## config.mk

```make
export PLATFORM = sky130hd
export DESIGN_NAME = bcd_alarm_unit
export DESIGN_NICKNAME = d
export VERILOG_FILES = /design/src/rtl/alarm_unit_pkg.sv /design/src/rtl/bcd_range_check.sv /design/src/rtl/alarm_regfile.sv /design/src/rtl/alarm_compare.sv /design/src/rtl/bcd_alarm_unit.sv
export SDC_FILE = /design/constraint.sdc
export NUM_CORES = 1
export LEC_CHECK = 0
export ABC_CLOCK_PERIOD_IN_PS = 5090
export BUFFER_PORTS_ARGS = -buffer_cell sky130_fd_sc_hd__buf_2
export CORE_MARGIN = 1
export CORE_UTILIZATION = 40
export DETAILED_ROUTE_END_ITERATION = 7
export PLACE_DENSITY = 0.63
export SLEW_MARGIN = 25
export SYNTH_ARGS = -nofsm -noshare
export SYNTH_HDL_FRONTEND = slang
export SYNTH_HIERARCHICAL = 1
export SYNTH_SLANG_ARGS = --single-unit
```

## constraint.sdc

```tcl
create_clock -name clk -period 5.09 [get_ports clk]
set_input_delay 0.7635 -clock clk [delete_from_list [all_inputs] [get_ports clk]]
set_output_delay 0.7635 -clock clk [all_outputs]
set_load 0.03 [all_outputs]
```

## src/rtl/alarm_unit_pkg.sv

```systemverilog
// Shared constants, types and per-field rules for the BCD alarm unit.
// Assumes four fields in the fixed order seconds, minutes, hours, date.
package alarm_unit_pkg;

    localparam int NUM_FIELDS = 4;
    localparam int DATA_W     = 8;
    localparam int MASK_BIT   = 7;
    localparam int ADDR_W     = $clog2(NUM_FIELDS);

    localparam int FLD_SEC  = 0;
    localparam int FLD_MIN  = 1;
    localparam int FLD_HOUR = 2;
    localparam int FLD_DATE = 3;

    typedef enum logic [2:0] {
        RPT_MONTH  = 3'd0,
        RPT_DAY    = 3'd1,
        RPT_HOUR   = 3'd2,
        RPT_MINUTE = 3'd3,
        RPT_SECOND = 3'd4
    } repeat_e;

    // Number of value bits below the mask flag that a field decodes
    function automatic int fld_bits(input int idx);
        return (idx == FLD_SEC || idx == FLD_MIN) ? 7 : 6;
    endfunction

    // Smallest legal decoded value of a field
    function automatic int fld_min(input int idx);
        return (idx == FLD_DATE) ? 1 : 0;
    endfunction

    // Largest legal decoded value of a field
    function automatic int fld_max(input int idx);
        case (idx)
            FLD_HOUR: return 23;
            FLD_DATE: return 31;
            default:  return 59;
        endcase
    endfunction

endpackage

```

## src/rtl/bcd_range_check.sv

```systemverilog
// Decides whether the low VAL_BITS of a byte form a valid two-digit BCD
// number within [MIN_VAL, MAX_VAL]. Purely combinational.
// Assumes 5 <= VAL_BITS <= 7 so that the tens digit has 1 to 3 bits.
module bcd_range_check #(
    parameter int VAL_BITS = 7,
    parameter int MIN_VAL  = 0,
    parameter int MAX_VAL  = 59
) (
    input  logic [7:0] byte_in,
    output logic       ok
);
    localparam int TENS_W = VAL_BITS - 4;

    logic [3:0] units;
    logic [3:0] tens;
    logic [7:0] value;

    // Split the field into digits and weigh them into a binary value
    always_comb begin
        units = byte_in[3:0];
        tens  = 4'(byte_in[VAL_BITS-1:4]);
        value = 8'(tens) * 8'd10 + 8'(units);
        ok    = (units <= 4'd9) && (value >= 8'(MIN_VAL)) && (value <= 8'(MAX_VAL));
    end

    logic [TENS_W-1:0] unused_width_probe;
    assign unused_width_probe = byte_in[VAL_BITS-1:4];

endmodule

```

## src/rtl/alarm_regfile.sv

```systemverilog
// Holds the four alarm bytes. A write is stored whole only when its field
// passes the BCD range check for that offset; otherwise nothing changes.
// Assumes synchronous active-low reset.
module alarm_regfile
    import alarm_unit_pkg::*;
(
    input  logic                               clk,
    input  logic                               rst_n,
    input  logic                               wr_en,
    input  logic [ADDR_W-1:0]                  wr_addr,
    input  logic [DATA_W-1:0]                  wr_data,
    output logic [NUM_FIELDS-1:0][DATA_W-1:0]  regs
);
    genvar gi;
    generate
        for (gi = 0; gi < NUM_FIELDS; gi++) begin : g_field
            logic value_ok;

            bcd_range_check #(
                .VAL_BITS (fld_bits(gi)),
                .MIN_VAL  (fld_min(gi)),
                .MAX_VAL  (fld_max(gi))
            ) u_check (
                .byte_in (wr_data),
                .ok      (value_ok)
            );

            // Store an accepted byte for this offset, clear on reset
            always_ff @(posedge clk) begin
                if (!rst_n)
                    regs[gi] <= '0;
                else if (wr_en && (wr_addr == ADDR_W'(gi)) && value_ok)
                    regs[gi] <= wr_data;
            end
        end
    endgenerate

endmodule

```

## src/rtl/alarm_compare.sv

```systemverilog
// Decodes the mask flags into a repeat mode and compares the unmasked
// fields against the current time. Purely combinational.
// Assumes the current-time bytes are BCD in the same layout as the registers.
module alarm_compare
    import alarm_unit_pkg::*;
(
    input  logic [NUM_FIELDS-1:0][DATA_W-1:0] regs,
    input  logic [NUM_FIELDS-1:0][DATA_W-1:0] now,
    output repeat_e                           mode,
    output logic                              match
);
    logic [NUM_FIELDS-1:0] masked;
    logic [NUM_FIELDS-1:0] hit;

    genvar gi;
    generate
        for (gi = 0; gi < NUM_FIELDS; gi++) begin : g_cmp
            localparam logic [DATA_W-1:0] CMP_MASK = DATA_W'((1 << fld_bits(gi)) - 1);
            assign masked[gi] = regs[gi][MASK_BIT];
            assign hit[gi]    = masked[gi] || (((regs[gi] ^ now[gi]) & CMP_MASK) == '0);
        end
    endgenerate

    // Map the flag pattern {date, hour, min, sec} onto a repeat period
    always_comb begin
        case ({masked[FLD_DATE], masked[FLD_HOUR], masked[FLD_MIN], masked[FLD_SEC]})
            4'b0000: mode = RPT_MONTH;
            4'b1000: mode = RPT_DAY;
            4'b1100: mode = RPT_HOUR;
            4'b1110: mode = RPT_MINUTE;
            default: mode = RPT_SECOND;
        endcase
    end

    // Every-second mode fires on each tick, the others need all fields to hit
    always_comb begin
        match = (mode == RPT_SECOND) || (&hit);
    end

endmodule

```

## src/rtl/bcd_alarm_unit.sv

```systemverilog
// Top of the BCD alarm unit: register file, comparator, tick edge
// detection and the single-cycle interrupt pulse.
// Assumes tick is synchronous to clk and stays low between seconds.
module bcd_alarm_unit
    import alarm_unit_pkg::*;
(
    input  logic              clk,
    input  logic              rst_n,
    input  logic              wr_en,
    input  logic [1:0]        wr_addr,
    input  logic [7:0]        wr_data,
    input  logic [1:0]        rd_addr,
    output logic [7:0]        rd_data,
    input  logic              tick,
    input  logic              irq_en,
    input  logic [7:0]        now_sec,
    input  logic [7:0]        now_min,
    input  logic [7:0]        now_hour,
    input  logic [7:0]        now_date,
    output logic [2:0]        repeat_mode,
    output logic              irq
);
    logic [NUM_FIELDS-1:0][DATA_W-1:0] alarm_regs;
    logic [NUM_FIELDS-1:0][DATA_W-1:0] now_bus;
    repeat_e                           mode;
    logic                              match;
    logic                              tick_q;
    logic                              tick_rise;

    assign now_bus[FLD_SEC]  = now_sec;
    assign now_bus[FLD_MIN]  = now_min;
    assign now_bus[FLD_HOUR] = now_hour;
    assign now_bus[FLD_DATE] = now_date;

    alarm_regfile u_regs (
        .clk     (clk),
        .rst_n   (rst_n),
        .wr_en   (wr_en),
        .wr_addr (wr_addr),
        .wr_data (wr_data),
        .regs    (alarm_regs)
    );

    alarm_compare u_cmp (
        .regs  (alarm_regs),
        .now   (now_bus),
        .mode  (mode),
        .match (match)
    );

    // Present the selected register without delay
    always_comb begin
        rd_data     = alarm_regs[rd_addr];
        repeat_mode = mode;
    end

    // Remember the previous tick level for edge detection
    always_ff @(posedge clk) begin
        if (!rst_n) tick_q <= 1'b0;
        else        tick_q <= tick;
    end

    assign tick_rise = tick && !tick_q;

    // Fire a one-cycle pulse on a matching, enabled tick edge
    always_ff @(posedge clk) begin
        if (!rst_n) irq <= 1'b0;
        else        irq <= tick_rise && match && irq_en;
    end

endmodule

```

== Yosys cells after proc, flatten, opt, wreduce, memory -nomap -nowiden ==
Cells that the tools add are included.
W data, S select, Z words.
Word-level totals
  register bits after elaboration: 34
  word-level logic and storage cells: 62
  input port bits: 49
Operators by class
  muxes and demuxes: 3
  equal/unequal tests: 7
  multiply operators: 2
  reduce and logical (&&, ||, !) cells: 30
  add/subtract/negate cells: 2
  bitwise gates (word level): 4
  $lt $le $gt $ge: 8
Operators by type and width (number)
  $logic_not A8 Y1: 4
  $logic_and A1 B1 Y1: 17
  $bmux W8 S2: 1
  $ge A8 B1 Y1 const B: 2
  $xor A7 B7 Y7: 2
  $eq A4 B4 Y1 const B: 3
  $pmux W3 S4: 1
  $xor A6 B6 Y6: 2
  $add A7 B4 Y8: 1
  $le A8 B5 Y1 const B: 1
  $le A8 B6 Y1 const B: 1
  $mux W8: 1
  $add A6 B4 Y7: 1
  $ge A7 B1 Y1 const B: 1
  $le A7 B5 Y1 const B: 1
  $mul A3 B3 Y6 const B: 1
  $logic_or A1 B1 Y1: 5
  $mul A2 B3 Y5 const B: 1
  $eq A2 B2 Y1 const B: 2
  $le A4 B4 Y1 const B: 1
  $logic_not A4 Y1: 1
  $reduce_and A4 Y1: 1
  $eq A3 B3 Y1 const B: 1
  $lt A2 B3 Y1 const B: 1
  other kinds (3): 3

== Depth between registers and ports, before layout ==
Gate-level depths: netlist (run 1).
  word-level depth: 7
  gate-level depth with buffers: 9

== By module ==
The synthesis (run 1) kept the hierarchy.
By module, submodules not included
  alarm_regfile: area an instance 1191.1 µm², cells each 115, instances 1, sequential area each 640.6 µm²
  bcd_range_check at u_regs.g_field[0].u_check ...: area an instance 176.4 µm², cells each 20, instances 2, sequential area each 0.0 µm²
  alarm_compare: area an instance 340.3 µm², cells each 45, instances 1, sequential area each 0.0 µm²
  bcd_alarm_unit: area an instance 252.7 µm², cells each 15, instances 1, sequential area each 40.0 µm²
  bcd_range_check at u_regs.g_field[2].u_check: area an instance 140.1 µm², cells each 15, instances 1, sequential area each 0.0 µm²
  bcd_range_check at u_regs.g_field[3].u_check: area an instance 118.9 µm², cells each 14, instances 1, sequential area each 0.0 µm²

== Worst setup path before layout (run 1) ==
Ideal clock, no wire load.
  kind: input to register
  start point: in wr_data[4]
  end point: reg u_regs/regs[10] (netlist name)
  stages on the path: 9
  arrival time: 2528 ps
  setup time: 120 ps
  setup slack: 2442 ps
  path buffers: 1
  path through: ha_1 -> ha_1 -> ha_1 -> nand2_1 -> or4b_1 -> a221oi_1 -> nand4b_1 -> buf_4 -> mux2i_1
On the way
  word-level cells in the longest chain between the ends: 6
  elaborated cells between the ends (all ways): 7
  those cells by class: 1 x add/sub; 1 x mul; 2 x order compare; 3 x reduce/logical
Ends and longest elaborated chain
  start: declaration: RTL line bcd_alarm_unit.sv:11  | input logic [7:0] wr_data,
  $mul A3 B3 Y6 *: RTL line bcd_range_check.sv:22  | value = 8'(tens) * 8'd10 + 8'(units);
  $add A7 B4 Y8 *: RTL line bcd_range_check.sv:22
  $ge A8 B1 Y1: RTL line bcd_range_check.sv:23  | ok = (units <= 4'd9) && (value >= 8'(MIN_VAL)) && (value <= 8'(MAX_VAL));
  $logic_and A1 B1 Y1: RTL line bcd_range_check.sv:23
  $logic_and A1 B1 Y1 *: RTL line bcd_range_check.sv:23
  net u_regs.g_field[1].value_ok: RTL line alarm_regfile.sv:17  | logic value_ok;
  $logic_and A1 B1 Y1 *: RTL line alarm_regfile.sv:32  | else if (wr_en && (wr_addr == ADDR_W'(gi)) && value_ok)
  end signal: indexed assignment: RTL line alarm_regfile.sv:33  | regs[gi] <= wr_data;
  end: declaration: RTL line alarm_regfile.sv:12  | output logic [NUM_FIELDS-1:0][DATA_W-1:0] regs
The timed path passes the listed nets; every way through them passes the cells marked *.
A chain may end at the register's enable or synchronous reset.

== Worst setup path after layout (run 1) ==
  start point: in wr_data[4]
  end point: reg u_regs/regs[0] (netlist name)
On the way
  word-level cells in the longest chain between the ends: 6
  elaborated cells between the ends (all ways): 7
  those cells by class: 1 x add/sub; 1 x mul; 2 x order compare; 3 x reduce/logical
Ends and longest elaborated chain (RTL line)
  $mul A3 B3 Y6 *: bcd_range_check.sv:22
  $add A7 B4 Y8 *: bcd_range_check.sv:22
  $ge A8 B1 Y1: bcd_range_check.sv:23
  $logic_and A1 B1 Y1: bcd_range_check.sv:23
  $logic_and A1 B1 Y1 *: bcd_range_check.sv:23
  net u_regs.g_field[0].value_ok: alarm_regfile.sv:17
  $logic_and A1 B1 Y1 *: alarm_regfile.sv:32
Marks and branches as above.

==> results.ini, run 1 <==
[status]
outcome = completed

[setup_path]
critPathBufInv = 1
crit_fanout = 9
cp.required_ps = 5280
crit_chain = buf_2 > ha_1 > ha_1 > ha_1 > nand2_1 > or4b_1 > a221oi_1 > nand4bb_1 > mux2i_1
r2r_slack_ps = 3550
cpMostUsedCell = ha_1
worstPathArrival_ps = 3420
slowest_stage = nand4bb_1
cp_top_family = simple AND/OR/NAND/NOR gates
cp-start-kind = input port
max_stage_delay_ps = 640
endpoint_kind = register
path_class = input port to register

[finish]
diodes = 0
nFillCells = 558
syn_to_final_growth_pct = 16.2
final_util_pct = 49.3
nets = 367
multi_input_area_um2 = 1620
area.sequential_um2 = 681
drive_above_1_share_pct = 25.8

[timing]
fin_crit_sh_pct = 63.5
final.setup.tns_ps = 0
hold_viol = 0
worst_slew_margin_rel_pct = 50.5
fmax_ghz = 0.310
period_minus_slack_ps = 3230
setup_violations = 0
drv_slew = 0
worstMarginPinSlew_ps = 739
setup_ws_ps = 1860
fin_skew_ps = 5.59
rsz0062_at_grt = false

[floorplan]
rows = 27
core_area_um2 = 5640
die_w_um = 79.4
io_pins = 61
die_h_um = 79.4
initial_utilization_pct = 42.5
dieArea_um2 = 6300

[global_routing]
grt_max_degree = 43
grt_usage_pct = 18.9
antenna_found_initial = 0
gr-total-overflow = 0
first_global_vias = 1884
grt_pass1_wl_um = 9150

[min_path]
min_path_type = register to register

[logic_synthesis]
synth_area_per_cell_um2 = 9.82
yosysUniqueCellTypes = 42
synth_fp_nets = 315
synth_flop_cell = dfxtp_1
synth_edf_count = 0
ys_seq_elements = 34
yosysWarningCount = 6
syn_area_um2 = 2400
synthCells = 244
seq_area_frac_synth_pct = 28.4
async_reset_ff_share_pct = 0

[cts]
postCtsSetupBuffers = 0
cts_resized = 0
clk_pin_slew_ps = 70
cts_max_level = 2
clock_latency_ps = 280
cts_root_buf = clkbuf_8
postCtsHoldBufs = 0
clock_path_buffers = 2
cts_tree = yes
clkSinkCount = 34
cts_buffers = 5

[drt]
vias = 1958
drc_errors = 0
routedWlPerCell_um = 15.1
via_per_inst = 5.34
antenna_left = 0
drt_iter0_markers = 87
first_pass_iters = 4
routed_wirelength_um = 5530

[place]
post-dp-hpwl_um = 4180
place_congestion = 0.725
post-place-ws_ps = 1600
portBuffers = 54

[pwr]
p_per_area_nw_per_um2 = 219
p_leak_nw = 1.35
irDropWorstVdd_mv = 0.0830
p_total_w = 0.000609

[flow_run]
max-cap-violations = 0

## registers in the layout, indices dropped and copies added (netlist names)
register,cells
irq,1
u_regs/regs,32
tick_q,1
## logic make-up after synthesis
logic type                 Yosys count  synth area share (%)
DFF                                 34                  28.4
muxes                               40                  20.9
AOI/OAI and AO/OA                   31                  9.19
and+or+nand+nor                     70                  14.7
buffers and inverters               19                  3.86
adders and majority gates           22                  12.7
xor gates and xnor gates            28                  10.2
## cell type report
type	instances	share of cell area, %
tap	72	3.24
timing repair buffer	54	9.71
clock buffer	6	2.97
inverter	10	1.35
sequential	34	24.4
multi-input combinational	191	58.3
## synthesized netlist by cell type (2+ instances only)
cell type	count	area (um^2)
buf_4	3	22.5
a221oi_1	2	17.5
nand4_1	5	31.3
xor2_1	10	87.6
o21bai_1	3	22.5
o22ai_1	3	18.8
o21ai_0	6	30.0
or4b_1	2	20.0
mux4_2	8	180
nand2b_1	3	18.8
nand2_1	43	161
nor2_1	3	11.3
inv_1	10	37.5
and2_1	2	12.5
fa_1	4	80.1
o41ai_1	2	17.5
ha_1	18	225
dfxtp_1	34	681
a21oi_1	7	35.0
xnor2_1	18	158
clkbuf_1	3	11.3
nand4b_1	2	17.5
nor3_1	3	15.0
mux2i_1	32	320
## routing by layer
layer / routed length (um) / track usage [%] / up-vias
li1: - / - / 969
met1: 2650 / 25.0 / 929
met2: 2520 / 30.4 / 51
met3: 255 / 3.89 / 9
met4: 106 / 6.73 / 0
met5: 0 / 0 / -
## placed cells by master (no fill, tap or decap), types with 2 or more instances in the layout
| cell type | Yosys | routed |
|---|---|---|
| xor2_1 | 10 | 10 |
| xnor2_1 | 18 | 18 |
| o22ai_1 | 3 | 3 |
| nand4b_1 | 2 | 2 |
| nand2b_1 | 3 | 3 |
| inv_1 | 10 | 10 |
| o21bai_1 | 3 | 3 |
| dfxtp_1 | 34 | 34 |
| nor3_1 | 3 | 3 |
| or4b_1 | 2 | 2 |
| o41ai_1 | 2 | 2 |
| a221oi_1 | 2 | 2 |
| clkbuf_8 | 0 | 6 |
| ha_1 | 18 | 18 |
| mux2i_1 | 32 | 32 |
| mux4_2 | 8 | 8 |
| buf_2 | 1 | 54 |
| a21oi_1 | 7 | 7 |
| and2_1 | 2 | 2 |
| o21ai_0 | 6 | 6 |
| nor2_1 | 3 | 3 |
| nand2_1 | 43 | 43 |
| fa_1 | 4 | 4 |
| nand4_1 | 5 | 5 |
## per-stage QoR
step                      hold WS (ps)  instances  cell area (um^2)
after global placement             371        361              2700
after detailed placement           376        361              2700
after CTS                          387        367              2780
after floorplan                    367        244              2400
final                              386        367              2780
after global routing               408        367              2780
## report_power, final
part | switching, W | internal, W | total, W
clock | 0.0000881 | 0.000104 | 0.000192
sequential | 0.00000626 | 0.000273 | 0.000279
combinational | 0.0000761 | 0.0000616 | 0.000138
## final timing paths
path / start / to / cells past startpoint
worst min register to register: tick_q$_SDFF_PN0_ / irq$_SDFF_PN0_ / 1
worst max-delay path: wr_data[4] / u_regs/regs[0]$_SDFFE_PN0P_ / 9
worst max register to register: u_regs/regs[14]$_SDFFE_PN0P_ / irq$_SDFF_PN0_ / 7
worst min-delay path: tick_q$_SDFF_PN0_ / irq$_SDFF_PN0_ / 1
No activity file was read; power rests on OpenSTA's default activity.
==> run 2: changes to the inputs <==
--- a/config.mk
+++ b/config.mk
@@ -5,7 +5,7 @@
 export SDC_FILE = /design/constraint.sdc
 export NUM_CORES = 1
 export LEC_CHECK = 0
-export ABC_CLOCK_PERIOD_IN_PS = 5090
+export ABC_CLOCK_PERIOD_IN_PS = 3300
 export BUFFER_PORTS_ARGS = -buffer_cell sky130_fd_sc_hd__buf_2
 export CORE_MARGIN = 1
 export CORE_UTILIZATION = 40
==> constraint.sdc (replaced) <==
create_clock -name clk -period 3.3 [get_ports clk]
set_input_delay 0.495 -clock clk [delete_from_list [all_inputs] [get_ports clk]]
set_output_delay 0.495 -clock clk [all_outputs]
set_load 0.03 [all_outputs]
==> run 2 against run 1 <==
  * Clock power up 65%
  * Worst setup slack worse by 1000 ps
  * Routed wire length down 1.9%
  * Die area unchanged
  * Clock skew up 1.4 ps
  * Non-clock buffer count up 3
  * Core utilization up 0.62 points
  * Critical path depth up 1
  * Count of clock-buffer cells in the layout unchanged
  * Design area up 1.3%
  * Flip-flop and latch count unchanged
==> results.ini, run 2 (synthesis results as in run 1) <==
[cts]
clk_pin_slew_ps = 70  ; about the same
cts_tree = yes  ; unchanged
postCtsHoldBufs = 0  ; unchanged
clock_latency_ps = 290  ; was 280 ps
cts_buffers = 5  ; unchanged
cts_resized = 0  ; unchanged
postCtsSetupBuffers = 0  ; unchanged
cts_max_level = 2  ; unchanged
cts_root_buf = clkbuf_8  ; unchanged
clkSinkCount = 34  ; unchanged
clock_path_buffers = 2  ; unchanged

[status]
outcome = completed  ; unchanged

[finish]
regMostFlops = u_regs/regs  ; unchanged
diodes = 0  ; unchanged
largest_register_ffs = 32  ; unchanged
final_cell_mix = buf_2, nand2_1, dfxtp_1  ; unchanged
reg.largest.list = u_regs/regs (32), irq (1), tick_q (1)  ; unchanged
syn_to_final_growth_pct = 17.6  ; was 16.2%
mostFrequentLayoutCell = buf_2  ; unchanged
final_util_pct = 50.0  ; was 49.3%
drive_above_1_share_pct = 27.0  ; was 25.8%
nets = 370  ; was 367
final_cells = 372  ; was 367

[setup_path]
path_class = input port to register  ; unchanged
worstPathArrival_ps = 2610  ; was 3420 ps
worst_r2r_startpoint = u_regs/regs[14]$_SDFFE_PN0P_  ; unchanged
cp.required_ps = 3470  ; was 5280 ps
r2r_slack_ps = 1820  ; was 3550 ps
crit_fanout = 9  ; unchanged
r2r_end = irq$_SDFF_PN0_  ; unchanged
endpoint_kind = register  ; unchanged
crit_start = wr_data[4]  ; unchanged
cp-start-kind = input port  ; unchanged
crit_path_end = u_regs/regs[0]$_SDFFE_PN0P_  ; unchanged
reg2reg_depth = 7  ; unchanged

[flow_run]
max-cap-violations = 0  ; unchanged

[floorplan]
dieArea_um2 = 6300  ; unchanged
io_pins = 61  ; unchanged
core_area_um2 = 5640  ; unchanged
rows = 27  ; unchanged
initial_utilization_pct = 42.5  ; unchanged
die_h_um = 79.4  ; unchanged
die_w_um = 79.4  ; unchanged

[place]
portBuffers = 54  ; unchanged
post-dp-hpwl_um = 4070  ; was 4180 um
dp.cells = 364  ; was 361
post-place-ws_ps = 559  ; was 1600 ps
place_congestion = 0.751  ; was 0.725

[drt]
via_per_inst = 5.14  ; was 5.34
vias = 1912  ; was 1958
routed_wirelength_um = 5430  ; was 5530 um
drc_errors = 0  ; unchanged
first_pass_iters = 4  ; unchanged
drt_iter0_markers = 73  ; was 87
routedWlPerCell_um = 14.6  ; was 15.1 um
antenna_left = 0  ; unchanged

[timing]
period_minus_slack_ps = 2450
fmax_ghz = 0.409
setup_violations = 0  ; unchanged
worstMarginPinSlew_ps = 723  ; was 739 ps
hold_viol = 0  ; unchanged
final.setup.tns_ps = 0  ; unchanged
worst_slew_margin_rel_pct = 51.8  ; was 50.5%
rsz0062_at_grt = false  ; unchanged
fin_skew_ps = 7.00  ; was 5.59 ps
drv_slew = 0  ; unchanged
fin_crit_sh_pct = 74.1
setup_ws_ps = 855  ; was 1860 ps

[global_routing]
gr-total-overflow = 0  ; unchanged
grt_pass1_wl_um = 8920  ; was 9150 um
first_global_vias = 1849  ; was 1884
grt_max_degree = 43  ; unchanged
antenna_found_initial = 0  ; unchanged
grt_usage_pct = 18.9  ; about the same

[pwr]
irDropWorstVdd_mv = 0.131  ; was 0.0830 mV
p_per_area_nw_per_um2 = 340  ; was 219 nW/um^2
p_leak_nw = 1.37  ; was 1.35 nW

[min_path]
min_path_type = register to register  ; unchanged

run 2: how the worst min path moves through the flow:
stage                                  from             end  slack (ps)  cells past startpoint
after global placement    tick_q$_SDFF_PN0_  irq$_SDFF_PN0_         370                      1
after detailed placement  tick_q$_SDFF_PN0_  irq$_SDFF_PN0_         370                      1
after CTS                 tick_q$_SDFF_PN0_  irq$_SDFF_PN0_         380                      1
after global routing      tick_q$_SDFF_PN0_  irq$_SDFF_PN0_         400                      1
after floorplan           tick_q$_SDFF_PN0_  irq$_SDFF_PN0_         370                      1
final                     tick_q$_SDFF_PN0_  irq$_SDFF_PN0_         380                      1
run 2: final cells by class:
class | count | area [um^2]
clock inverters | 2 | 12.5
fillers | 526 | 2820
well taps | 72 | 90.1
repair buffers | 57 | 293
inverters | 10 | 37.5
flip-flops and latches | 34 | 681
multi-input cells | 191 | 1620
clock buffers | 6 | 82.6
run 2: layer usage:
metal  vias up  routed length, um  track usage [%]
met3         7                211             3.20
met2        50               2480             30.2
met5         -                  0                0
met4         0                 66             6.55
met1       875               2670             25.6
li1        980                  -                -
run 2: per-stage QoR:
| stage | total power [W] | area, um^2 | hold WS (ps) |
|---|---|---|---|
| 4_1_cts | 0.000973 | 2820 | 384 |
| 5_1_grt | 0.00102 | 2820 | 401 |
| 3_5_place_dp | 0.000654 | 2720 | 373 |
| 2_1_floorplan | 0.000579 | 2400 | 367 |
| 6_report | 0.000959 | 2820 | 382 |
| 3_3_place_gp | 0.000649 | 2720 | 372 |
run 2: worst max-delay path, cell delays in order:
cell and delay [ps]:
buf_2 170, ha_1 220, ha_1 180, ha_1 280
nand2_1 60, or4b_1 460, a221oi_1 260, nand4bb_1 130
buf_4 210, mux2i_1 130
run 2: where the power goes:
part	switching, W	leakage (nW)	total, W	internal (W)
Combinational	0.000117	1.05	0.000213	0.0000961
Sequential	0.00000943	0.275	0.000430	0.000421
Clock	0.000148	0.0472	0.000316	0.000167
